**config.mk**
```make
export PLATFORM = sky130hd
export DESIGN_NAME = posted_wr_buf
export DESIGN_NICKNAME = d
export VERILOG_FILES = /design/src/rtl/pwb_pkg.sv /design/src/rtl/pwb_fall_det.sv /design/src/rtl/pwb_entry.sv /design/src/rtl/pwb_ctrl.sv /design/src/rtl/posted_wr_buf.sv
export SDC_FILE = /design/constraint.sdc
export NUM_CORES = 1
export LEC_CHECK = 0
export ABC_AREA = 1
export CAP_MARGIN = 30
export CORE_MARGIN = 2
export CORE_UTILIZATION = 45
export CTS_BUF_LIST = sky130_fd_sc_hd__clkbuf_16
export DETAILED_ROUTE_END_ITERATION = 7
export PLACE_DENSITY = 0.74
export SLEW_MARGIN = 25
export SYNTH_ARGS = -nofsm -noshare
export SYNTH_HDL_FRONTEND = slang
export SYNTH_SLANG_ARGS = --single-unit
export TNS_END_PERCENT = 5
```
**constraint.sdc**
```tcl
create_clock -name clk -period 1.6 [get_ports clk]
set_input_delay 0.4 -clock clk [delete_from_list [all_inputs] [get_ports clk]]
set_output_delay 0.4 -clock clk [all_outputs]
set_load 0.005 [all_outputs]
```
**src/rtl/pwb_pkg.sv**
```systemverilog
package pwb_pkg;
    typedef enum logic {
        ST_EMPTY = 1'b0,
        ST_HELD  = 1'b1
    } pwb_state_t;
endpackage

```
**src/rtl/pwb_fall_det.sv**
```systemverilog
module pwb_fall_det (
    input  logic clk,
    input  logic rst_n,
    input  logic lvl,
    output logic prev,
    output logic fall
);
    always_ff @(posedge clk or negedge rst_n) begin
        if (!rst_n) prev <= 1'b0;
        else        prev <= lvl;
    end

    assign fall = prev & ~lvl;
endmodule

```
**src/rtl/pwb_entry.sv**
```systemverilog
module pwb_entry #(
    parameter int W = 8
) (
    input  logic         clk,
    input  logic         rst_n,
    input  logic         load,
    input  logic [W-1:0] din,
    output logic [W-1:0] dout
);
    always_ff @(posedge clk or negedge rst_n) begin
        if (!rst_n)    dout <= '0;
        else if (load) dout <= din;
    end
endmodule

```
**src/rtl/pwb_ctrl.sv**
```systemverilog
module pwb_ctrl
    import pwb_pkg::*;
(
    input  logic clk,
    input  logic rst_n,
    input  logic posted,
    input  logic wr_req,
    input  logic fall,
    output logic held,
    output logic load,
    output logic issue_buf,
    output logic issue_dir
);
    pwb_state_t state, nxt;

    always_ff @(posedge clk or negedge rst_n) begin
        if (!rst_n) state <= ST_EMPTY;
        else        state <= nxt;
    end

    always_comb begin
        nxt       = state;
        load      = 1'b0;
        issue_buf = 1'b0;
        issue_dir = 1'b0;
        unique case (state)
            ST_EMPTY: begin
                if (wr_req) begin
                    if (posted) begin
                        load = 1'b1;          // capture
                        nxt  = ST_HELD;
                    end else begin
                        issue_dir = 1'b1;     // direct
                    end
                end
            end
            ST_HELD: begin
                if (!posted || fall) begin
                    issue_buf = 1'b1;         // flush or drain
                    nxt       = ST_EMPTY;
                end
            end
            default: nxt = ST_EMPTY;
        endcase
    end

    assign held = (state == ST_HELD);
endmodule

```
**src/rtl/posted_wr_buf.sv**
```systemverilog
module posted_wr_buf #(
    parameter int ADDR_W = 16,
    parameter int DATA_W = 8
) (
    input  logic              clk,
    input  logic              rst_n,
    input  logic              cfg_we,
    input  logic              cfg_post,
    output logic              post_mode,
    input  logic              eng_en,
    input  logic              eng_busy,
    input  logic              wr_req,
    input  logic [ADDR_W-1:0] wr_addr,
    input  logic [DATA_W-1:0] wr_data,
    output logic              pend,
    output logic              fl_req,
    output logic [ADDR_W-1:0] fl_addr,
    output logic [DATA_W-1:0] fl_data
);
    localparam int EW = ADDR_W + DATA_W;

    logic          mode_q;
    logic          posted;
    logic          busy_prev, fall;
    logic          load, issue_buf, issue_dir;
    logic [EW-1:0] slot;

    always_ff @(posedge clk or negedge rst_n) begin
        if (!rst_n)      mode_q <= 1'b0;
        else if (cfg_we) mode_q <= cfg_post;
    end
    assign post_mode = mode_q;
    assign posted    = mode_q & eng_en;

    pwb_fall_det u_fall (
        .clk(clk), .rst_n(rst_n), .lvl(eng_busy), .prev(busy_prev), .fall(fall)
    );

    pwb_entry #(.W(EW)) u_slot (
        .clk(clk), .rst_n(rst_n), .load(load), .din({wr_addr, wr_data}), .dout(slot)
    );

    pwb_ctrl u_ctrl (
        .clk(clk), .rst_n(rst_n), .posted(posted), .wr_req(wr_req), .fall(fall),
        .held(pend), .load(load), .issue_buf(issue_buf), .issue_dir(issue_dir)
    );

    always_ff @(posedge clk or negedge rst_n) begin
        if (!rst_n) begin
            fl_req  <= 1'b0;
            fl_addr <= '0;
            fl_data <= '0;
        end else begin
            fl_req <= issue_buf | issue_dir;
            if (issue_dir) begin
                fl_addr <= wr_addr;
                fl_data <= wr_data;
            end else if (issue_buf) begin
                fl_addr <= slot[EW-1:DATA_W];
                fl_data <= slot[DATA_W-1:0];
            end
        end
    end

    AST_DIRECT_PASS: assert property (@(posedge clk) disable iff (!rst_n)
        (wr_req && !pend && !(post_mode && eng_en)) |=> (fl_req && fl_addr == $past(wr_addr) && fl_data == $past(wr_data)));
    AST_CAPTURE_HOLD: assert property (@(posedge clk) disable iff (!rst_n)
        (wr_req && !pend && post_mode && eng_en) |=> (pend && !fl_req));
    AST_DRAIN_ON_FALL: assert property (@(posedge clk) disable iff (!rst_n)
        (pend && busy_prev && !eng_busy) |=> (fl_req && !pend));
    AST_DROP_WHILE_HELD: assert property (@(posedge clk) disable iff (!rst_n)
        (pend && wr_req && post_mode && eng_en && !(busy_prev && !eng_busy)) |=> (pend && !fl_req && $stable(slot)));
    AST_FLUSH_ON_OFF: assert property (@(posedge clk) disable iff (!rst_n)
        (pend && !(post_mode && eng_en)) |=> (fl_req && !pend));
    AST_NO_SPURIOUS: assert property (@(posedge clk) disable iff (!rst_n)
        (!pend && !wr_req) |=> !fl_req);
endmodule

```
# After elaboration in Yosys (flattened, before gate mapping)
# Index checks and enable logic that the tools add are counted.
# word_totals
register_bits	52
inputBits	31
output_inout_bits	27
wordCells	29
# classes
n_mux	14
bitwise	5
n_reduce_logical	3
# op_table
op	count
16-bit two-way mux	2
8-bit two-way mux	2
1-bit two-way mux	9
1-bit bitwise AND	2
1-bit NOT	2
1-bit one-hot mux with 2 select lines	1
2-bit nonzero test	1
1-bit zero test	1
1-bit logical OR	1
1-bit bitwise OR	1

# Logic depth before layout (Yosys ltp)
# Gate-level depths: netlist (run 1).
# logic_depth
word_depth	7
mapped_depth	8
ltp_nobuf	7

# Modules after synthesis
# From an unflattened synthesis (run 1), not the netlist that was laid out.
# unflattened
cells_unflattened	255
hier_area_um2	2277.2
# by_module_without_submodules
mod	instances	cells_each	area_per_inst_um2	seq_area_each_um2
posted_wr_buf	1	140	1204.9	650.6
pwb_entry	1	102	974.7	600.6
pwb_ctrl	1	10	62.6	25.0
pwb_fall_det	1	3	35.0	25.0

# Least setup slack after synthesis (run 1)
# OpenSTA, ideal clock, no wires.
# synth_path
path_type	register to register
startpoint	reg mode_q (netlist: post_mode)
endpoint	reg fl_data[2]
setup_ns	0.116
arrival_ns	1.051
required_time_ns	1.484
path_slack_ns	0.433
stages_incl_launch_ff	8
n_path_buf	1
synth_period_minus_slack_ns	1.167
path_cell_list	dfrtp_1 nand2_4 nand3_2 buf_4 nand2_1 nand2_1 nand2_1 nand2_1
# synth_between
elab_chain_cells	6
elab_cells_between_ends	10
classes_between	mux (6); bitwise (1); reduce/logical (3)
# synth_rtl
item	line	source
start: declaration	posted_wr_buf.sv:22	logic mode_q;
start signal: assignment	posted_wr_buf.sv:30	else if (cfg_we) mode_q <= cfg_post;
1-bit bitwise AND *	posted_wr_buf.sv:33	assign posted = mode_q & eng_en;
1-bit zero test	pwb_ctrl.sv:38	if (!posted || fall) begin
1-bit logical OR	pwb_ctrl.sv:38	
1-bit two-way mux	pwb_ctrl.sv:38	
1-bit two-way mux	pwb_ctrl.sv:26	unique case (state)
2-bit nonzero test (no line)	-	
end signal: assignment	posted_wr_buf.sv:57	fl_data <= wr_data;
end signal: assignment	posted_wr_buf.sv:60	fl_data <= slot[DATA_W-1:0];
end: declaration	posted_wr_buf.sv:18	output logic [DATA_W-1:0] fl_data
# Mark *: on every way between the ends. The rest lies on a longest branch, timed or not.
# A chain may end at the register's enable or synchronous reset.

# Worst setup path after layout (run 1)
# layout_path
startpoint	reg fl_data[2]
endpoint	out fl_data[2]
# No word-level cell between the ends.

==> results.yml, run 1 <==
worst_setup_path:
  crit_buf_inv: 1
  cp.arrival_ns: 1.17
  cpLargestDelayFamily: "buffers and inverters"
  cp-end-kind: "output port"
  reg2reg_depth: 7
  path_class: "reg -> out"
  critical_path_depth: 1
  crit_path_max_incr_delay_ns: 0.51
  cp_cell_sequence: "clkdlybuf4s50_1"
  worstPathRequired_ns: 1.20
  critPathSlowestCell: "clkdlybuf4s50_1"
  critPathLaunchType: "flop"
  cp_max_fo: 2
detailed_routing:
  drtIter0Drc: 121
  ant_nets: 0
  totalWireLength_mm: 5.66
  route.detailed.drc: 0
  wl_per_cell_um: 13.0
  dr.pass1.iters: 4
  via_per_inst: 4.91
  num_vias: 2130
global_route:
  overflow: 0
  met2_usage_pct: 31.5
  grt_util_met1_pct: 28.3
  grt_start_max_net_pins: 33
  antenna_found_initial: 0
  grt.busiest_layer: "met2"
  grtUsageTotal_pct: 20.1
  grt_pass1_wl_mm: 9.53
  grt_pass1_vias: 1972
  met3_usage_pct: 4.82
timing:
  post-route-min-period_ns: 1.57
  fin_setup_tns_ns: 0
  hold_viol: 0
  fin_crit_sh_pct: 98.0
  drv_slew: 0
  fmax_ghz: 0.637
  finalSetupViolations: 0
  whs_ns: 0.0956
  worst_pin_slew_ns: 0.407
  slew-limit-headroom_pct: 72.9
  finClkSkew_ns: 0.00540
  rsz0062_at_grt: "false"
job:
  drv_cap: 0
final_layout:
  drive_above_1_share_pct: 8.52
  stdcell_area_mm2: 0.00322
  fillers: 465
  nNetsFinal: 394
  antenna_cells: 0
  final_core_util_pct: 63.1
  area_growth_syn_to_layout_pct: 34.7
  fin_cells: 434
clocking:
  cts_tree: "done"
  root_buffer: "clkbuf_16"
  cts_hold_buf: 0
  cts.path.max_buffers: 2
  cts_num_sinks: 52
  cts-htree-levels: 2
  clk_pin_slew_worst_paths_ns: 0.06
  cts_inserted_buffers: 5
  clock_latency_ns: 0.29
pwr:
  p_leak_nw: 1.72
  power_density_mw_per_mm2: 1220
  ir_worst_vdd_mv: 0.646
synth:
  synthCells: 302
  syn_area_mm2: 0.00239
  yosysUniqueCellTypes: 16
  ys_seq_area_share_pct: 54.4
  avgSynthCellArea_um2: 7.92
  synth_seq_cells: 52
  synth.net_count: 333
  yosys_warnings: 0
floorplanning:
  die_x_um: 76.9
  dieArea_mm2: 0.00591
  rows: 26
  fp.dieH_um: 76.9
  start_util_pct: 46.8
  pin_count: 58
  coreArea_mm2: 0.00511
place:
  port_buffers: 57
  gp_congestion: 0.817
  dp_hpwl_mm: 3.70
  dp_cells: 425
  placed_area_mm2: 0.00307
outcome:
  status: "completed"
worst_hold_path:
  worstHoldPathType: "in -> async"
-- logic make-up after synthesis --
group	count (synthesis)	share of synthesized area, %
flops	52	54.4
compound gates	1	0.209
mux	1	0.471
buf+inv	21	5.44
simple gates	227	39.5
-- cell type report --
cell class              instances  area, µm²  share of cell area, %
well taps                      70       87.6                   2.72
inverters                       4       17.5                  0.544
repair buffers                 71        713                   22.1
multi-input cells             229        965                   30.0
flip-flops and latches         52       1300                   40.4
clock buffers                   5        125                   3.89
clock inverters                 3       11.3                  0.350
-- path summary, 6_finish.rpt --
path,from,slack (ns),endpoint
max,fl_data[2]$_DFFE_PN0P_,0.03,fl_data[2]
min,rst_n,0.1,u_fall.prev$_DFF_PN0_
max reg2reg,post_mode$_DFFE_PN0P_,0.30,fl_data[0]$_DFFE_PN0P_
min reg2reg,u_slot.dout[19]$_DFFE_PN0P_,0.47,u_slot.dout[19]$_DFFE_PN0P_
max in group asynchronous,rst_n,1.15,u_slot.dout[17]$_DFFE_PN0P_
min in group clk,u_slot.dout[19]$_DFFE_PN0P_,0.47,u_slot.dout[19]$_DFFE_PN0P_
-- repair_timing --
item	CTS	global route
buffers inserted	1	0
endpoints found under the setup margin	1	2
resized for setup	0	2
-- registers in the layout, summed over array words and instances (netlist names) --
| signal | flops |
|---|---|
| u_slot.dout | 24 |
| fl_addr | 16 |
| fl_data | 8 |
| fl_req | 1 |
| post_mode | 1 |
| u_ctrl.held | 1 |
| u_fall.prev | 1 |
-- cell usage after synthesis --
cell type,count,area share (%)
o21ai_0,1,0.21
clkbuf_1,2,0.31
inv_1,1,0.16
nand2_4,2,0.94
mux2_2,1,0.47
nor2_2,1,0.26
inv_4,1,0.26
buf_6,2,0.94
buf_4,7,2.2
nand3_1,48,10
nand3_2,1,0.42
buf_2,6,1.3
dfrtp_1,52,54
inv_2,2,0.31
nand2_2,3,0.79
nand2_1,172,27
-- per-layer routing --
metal / up-vias / part of all wire (%)
li1: 1064 / -
met1: 982 / 45
met2: 77 / 47
met3: 7 / 7.0
met4: 0 / 0.80
met5: - / 0
-- power by group --
group	switching, mW	internal [mW]	total, mW
combinational	0.518	0.605	1.12
clock	0.445	0.564	1.01
sequential	0.176	1.64	1.81
-- layout by cell type (no fill, tap or decap), drive strengths merged --
cell type and instances:
dlymetal6s2s 2, clkdlybuf4s50 54, dfrtp 52, inv 6, o21ai 1, clkinv 1, clkbuf 5, nor2 1
nand3 49, buf 15, nand2 177, mux2 1
-- stage by stage --
step	worst slack [ns]	power, mW
finish	0.0314	3.94
floorplan	0.433	2.34
global route	0.00430	4.20
CTS	0.0217	3.99
detailed placement	-0.0934	2.96
global placement	-0.0582	2.92
No activity file was read; power rests on OpenSTA's default activity.
==> run 2, diff against run 1 <==
--- a/config.mk
+++ b/config.mk
@@ -7,7 +7,6 @@
 export LEC_CHECK = 0
 export ABC_AREA = 1
 export CAP_MARGIN = 30
-export CORE_MARGIN = 2
 export CORE_UTILIZATION = 45
 export CTS_BUF_LIST = sky130_fd_sc_hd__clkbuf_16
 export DETAILED_ROUTE_END_ITERATION = 7
==> results.yml, run 2 (same netlist as run 1, synthesis figures left out) <==
outcome:
  status: "completed"
place:
  pre_cts_ws_ns: -0.130
  dp_hpwl_mm: 3.87
  port_buffers: 57
  gp_congestion: 0.760
detailed_routing:
  ant_nets: 0
  totalWireLength_mm: 5.55
  route.detailed.drc: 0
  dr.pass1.iters: 4
  wl_per_cell_um: 12.6
  via_per_inst: 4.87
  num_vias: 2142
  drtIter0Drc: 179
worst_setup_path:
  critical_path_depth: 1
  cpLargestDelayFamily: "buffers and inverters"
  critPathSlowestCell: "clkdlybuf4s50_1"
  cp_max_fo: 2
  worstPathRequired_ns: 1.20
  cp-end-kind: "output port"
  crit_path_max_incr_delay_ns: 0.52
  reg2reg_depth: 8
  path_class: "reg -> out"
  cp_cell_sequence: "clkdlybuf4s50_1"
  crit_buf_inv: 1
  cp.arrival_ns: 1.17
  critPathLaunchType: "flop"
clocking:
  cts_num_sinks: 52
  cts_tree: "done"
  cts_inserted_buffers: 5
  cts-htree-levels: 2
  clk_pin_slew_worst_paths_ns: 0.06
  clock_latency_ns: 0.29
  cts.path.max_buffers: 2
  cts_hold_buf: 0
  root_buffer: "clkbuf_16"
final_layout:
  mostFrequentLayoutCells: "nand2_1, clkdlybuf4s50_1, dfrtp_1"
  nNetsFinal: 400
  final_common_cell: "nand2_1"
  largest_reg_flops: 24
  area_growth_syn_to_layout_pct: 38.3
  fillers: 455
  largestRegisters: "u_slot.dout x24, fl_addr x16, fl_data x8"
  drive_above_1_share_pct: 10.8
  final_core_util_pct: 64.7
  antenna_cells: 0
  regMostFlops: "u_slot.dout"
floorplanning:
  rows: 26
  die_x_um: 74.9
  fp.dieH_um: 74.9
  dieArea_mm2: 0.00561
  start_util_pct: 46.8
  coreArea_mm2: 0.00511
  pin_count: 58
pwr:
  ir_worst_vdd_mv: 0.721
  finalPower_mw: 4.14
  power_density_mw_per_mm2: 1250
  p_leak_nw: 1.76
global_route:
  overflow: 0
  grt_pass1_vias: 2118
  grtUsageTotal_pct: 22.2
  grt_start_max_net_pins: 28
  grt_pass1_wl_mm: 9.29
  antenna_found_initial: 0
timing:
  rsz0062_at_grt: "false"
  hold_viol: 0
  setup_ws_ns: 0.0340
  slew-limit-headroom_pct: 71.7
  fin_crit_sh_pct: 97.9
  finClkSkew_ns: 0.00644
  finalSetupViolations: 0
  fin_setup_tns_ns: 0
  worst_pin_slew_ns: 0.425
  drv_slew: 0
  fmax_ghz: 0.639
  post-route-min-period_ns: 1.57
job:
  drv_cap: 0
worst_hold_path:
  worstHoldPathType: "in -> async"
==> run 2: cell types whose count changed in the layout (fill, tap and decap cells not counted), sizes merged <==
| cell | change |
|---|---|
| buf | +6 |
| bufinv | +1 |
| clkdlybuf4s50 | -1 |
| dlygate4sd2 | +1 |
| inv | -1 |
==> run 2: cell type report <==
class | count | area, µm² | area share (%)
Clock buffer | 5 | 125 | 3.79
Clock inverter | 3 | 38.8 | 1.17
Inverter | 4 | 17.5 | 0.530
Multi-Input combinational cell | 229 | 965 | 29.2
Sequential cell | 52 | 1300 | 39.4
Tap cell | 70 | 87.6 | 2.65
Timing Repair Buffer | 77 | 769 | 23.3
==> run 2: repair_timing <==
item	in CTS	in global routing
setup buffers	1	0
pin swaps	0	0
endpoints found under the setup margin	2	2
resized for setup	2	2
gates cloned	0	0
==> run 2: routing by layer <==
layer | wire, µm | GRT usage [%] | vias up
li1 | - | - | 1075
met1 | 2450 | 27.5 | 992
met2 | 2690 | 38.1 | 71
met3 | 380 | 5.22 | 4
met4 | 34 | 7.55 | 0
met5 | 0 | 0 | -
==> run 2: metrics by stage <==
step / instance area (µm²) / hold WS (ns) / cells
3_5_place_dp: 3130 / 0.363 / 431
6_report: 3310 / 0.0402 / 440
5_1_grt: 3310 / 0.0622 / 440
2_1_floorplan: 2390 / 0.104 / 302
4_1_cts: 3300 / 0.0458 / 440
3_3_place_gp: 3130 / 0.353 / 431
==> run 2: path summary, 6_finish.rpt <==
path | slack, ns | start | endpoint
worst max register to register | 0.28 | u_ctrl.held$_DFF_PN0_ | fl_data[6]$_DFFE_PN0P_
max in group asynchronous | 1.10 | rst_n | u_ctrl.held$_DFF_PN0_
worst min-delay path | 0.04 | rst_n | u_slot.dout[21]$_DFFE_PN0P_
min in group clk | 0.47 | u_slot.dout[2]$_DFFE_PN0P_ | u_slot.dout[2]$_DFFE_PN0P_
worst min register to register | 0.47 | u_slot.dout[2]$_DFFE_PN0P_ | u_slot.dout[2]$_DFFE_PN0P_
worst max-delay path | 0.03 | fl_data[0]$_DFFE_PN0P_ | fl_data[0]
==> run 2: power breakdown <==
group	total [mW]	switching, mW	internal (mW)
clock network	1.20	0.465	0.730
registers	1.81	0.174	1.64
logic	1.13	0.515	0.619
total	4.14	1.15	2.98
==> run 3, diff against run 2 <==
--- a/config.mk
+++ b/config.mk
@@ -7,6 +7,7 @@
 export LEC_CHECK = 0
 export ABC_AREA = 1
 export CAP_MARGIN = 30
+export CORE_ASPECT_RATIO = 1.1
 export CORE_UTILIZATION = 45
 export CTS_BUF_LIST = sky130_fd_sc_hd__clkbuf_16
 export DETAILED_ROUTE_END_ITERATION = 7
==> results.yml, run 3 (same netlist as run 1, synthesis figures left out) <==
detailed_routing:
  totalWireLength_mm: 5.69
  ant_nets: 0
  route.detailed.drc: 0
  dr.pass1.iters: 4
  wl_per_cell_um: 13.3
  drtIter0Drc: 184
  via_per_inst: 5.04
  num_vias: 2148
timing:
  slew-limit-headroom_pct: 71.4
  finClkSkew_ns: 0.00356
  fin_crit_sh_pct: 97.4
  post-route-min-period_ns: 1.56
  worst_pin_slew_ns: 0.430
  finalSetupViolations: 0
  hold_viol: 0
  rsz0062_at_grt: "false"
  drv_slew: 0
  fin_setup_tns_ns: 0
  fmax_ghz: 0.641
worst_setup_path:
  critPathSlowestCell: "clkdlybuf4s50_1"
  cp_cell_sequence: "clkdlybuf4s50_1"
  r2r-end: "fl_addr[3]$_DFFE_PN0P_"
  cp_max_fo: 2
  crit_path_max_incr_delay_ns: 0.51
  crit_buf_inv: 1
  cp-end-kind: "output port"
  r2r_start: "post_mode$_DFFE_PN0P_"
  reg2reg_depth: 8
  worstPathRequired_ns: 1.20
  cp.arrival_ns: 1.16
  path_class: "reg -> out"
  cp-startpoint: "fl_data[7]$_DFFE_PN0P_"
  cpLargestDelayFamily: "buffers and inverters"
  ff2ff_setup_slack_ns: 0.27
  critPathLaunchType: "flop"
pwr:
  ir_worst_vdd_mv: 0.668
  power_density_mw_per_mm2: 1220
  p_leak_nw: 1.75
clocking:
  cts_num_sinks: 52
  clk_pin_slew_worst_paths_ns: 0.06
  cts.path.max_buffers: 2
  clock_latency_ns: 0.29
  cts-htree-levels: 2
  root_buffer: "clkbuf_16"
  cts_inserted_buffers: 5
  cts_tree: "done"
place:
  port_buffers: 57
  dp_cells: 418
  placed_area_mm2: 0.00312
  dp_hpwl_mm: 3.94
  gp_congestion: 0.783
final_layout:
  area_growth_syn_to_layout_pct: 36.6
  nNetsFinal: 399
  stdcell_area_mm2: 0.00327
  antenna_cells: 0
  drive_above_1_share_pct: 10.3
  mostFrequentLayoutCells: "nand2_1, clkdlybuf4s50_1, dfrtp_1"
  largest_reg_flops: 24
  final_common_cell: "nand2_1"
  largestRegisters: "u_slot.dout x24, fl_addr x16, fl_data x8"
  fin_cells: 426
  regMostFlops: "u_slot.dout"
floorplanning:
  fp.dieH_um: 78.5
  die_x_um: 71.5
  dieArea_mm2: 0.00561
  rows: 27
  pin_count: 58
  coreArea_mm2: 0.00507
  start_util_pct: 47.2
global_route:
  overflow: 0
  grtUsageTotal_pct: 22.6
  grt_pass1_vias: 2171
  antenna_found_initial: 0
  grt_start_max_net_pins: 26
  grt_pass1_wl_mm: 9.96
outcome:
  status: "completed"
worst_hold_path:
  worstHoldPathType: "in -> async"
job:
  drv_cap: 0
-- run 3: cell count changes in the layout (fill, tap and decap cells not counted), sizes merged --
cell	previous run	this run
bufinv	1	0
buf	21	20
-- run 3: area by class of cell --
class	count	area, µm²
fillers	442	1800
flip-flops and latches	52	1300
multi-input cells	229	965
repair buffers	76	774
clock buffers	5	125
well taps	58	72.6
inverters	4	17.5
clock inverters	2	8.76
-- run 3: worst max path at each step --
stage	endpoint	slack [ns]	cells after the start
floorplan	fl_data[2]$_DFFE_PN0P_	0.43	7
global placement	fl_addr[4]$_DFFE_PN0P_	-0.10	8
detailed placement	fl_data[1]$_DFFE_PN0P_	-0.13	8
CTS	fl_addr[15]	0.009	1
global route	fl_data[6]	0.004	1
finish	fl_data[7]	0.04	1
-- run 3: routing by layer --
| metal | up-vias | routed length, µm | GRT usage [%] |
|---|---|---|---|
| met2 | 67 | 2810 | 37.5 |
| met1 | 1001 | 2470 | 29.1 |
| met3 | 10 | 325 | 5.39 |
| li1 | 1070 | - | - |
| met5 | - | 0 | 0 |
| met4 | 0 | 78 | 7.06 |
-- run 3: through the flow --
stage                     worst slack (ns)  total power [mW]  utilization [%]  hold WS [ns]
after floorplan                      0.433              2.34                -         0.104
after global placement              -0.104              2.96             61.6         0.362
after detailed placement            -0.134              2.99             61.6         0.362
after CTS                          0.00915              4.02             64.3        0.0560
after global routing               0.00352              4.24             64.4        0.0772
final                               0.0410              3.97             64.4        0.0444
-- run 3: power by group --
group          internal [mW]  switching, mW
Combinational          0.627          0.525
Sequential              1.64          0.176
Clock                  0.563          0.445
Total                   2.83           1.15
-- run 3: what timing repair did --
action | in CTS | in global routing
buffers inserted | 1 | 0
resized for setup | 2 | 2
setup endpoints to repair | 2 | 2
cloned | 0 | 0
hold buffers | 0 | 0
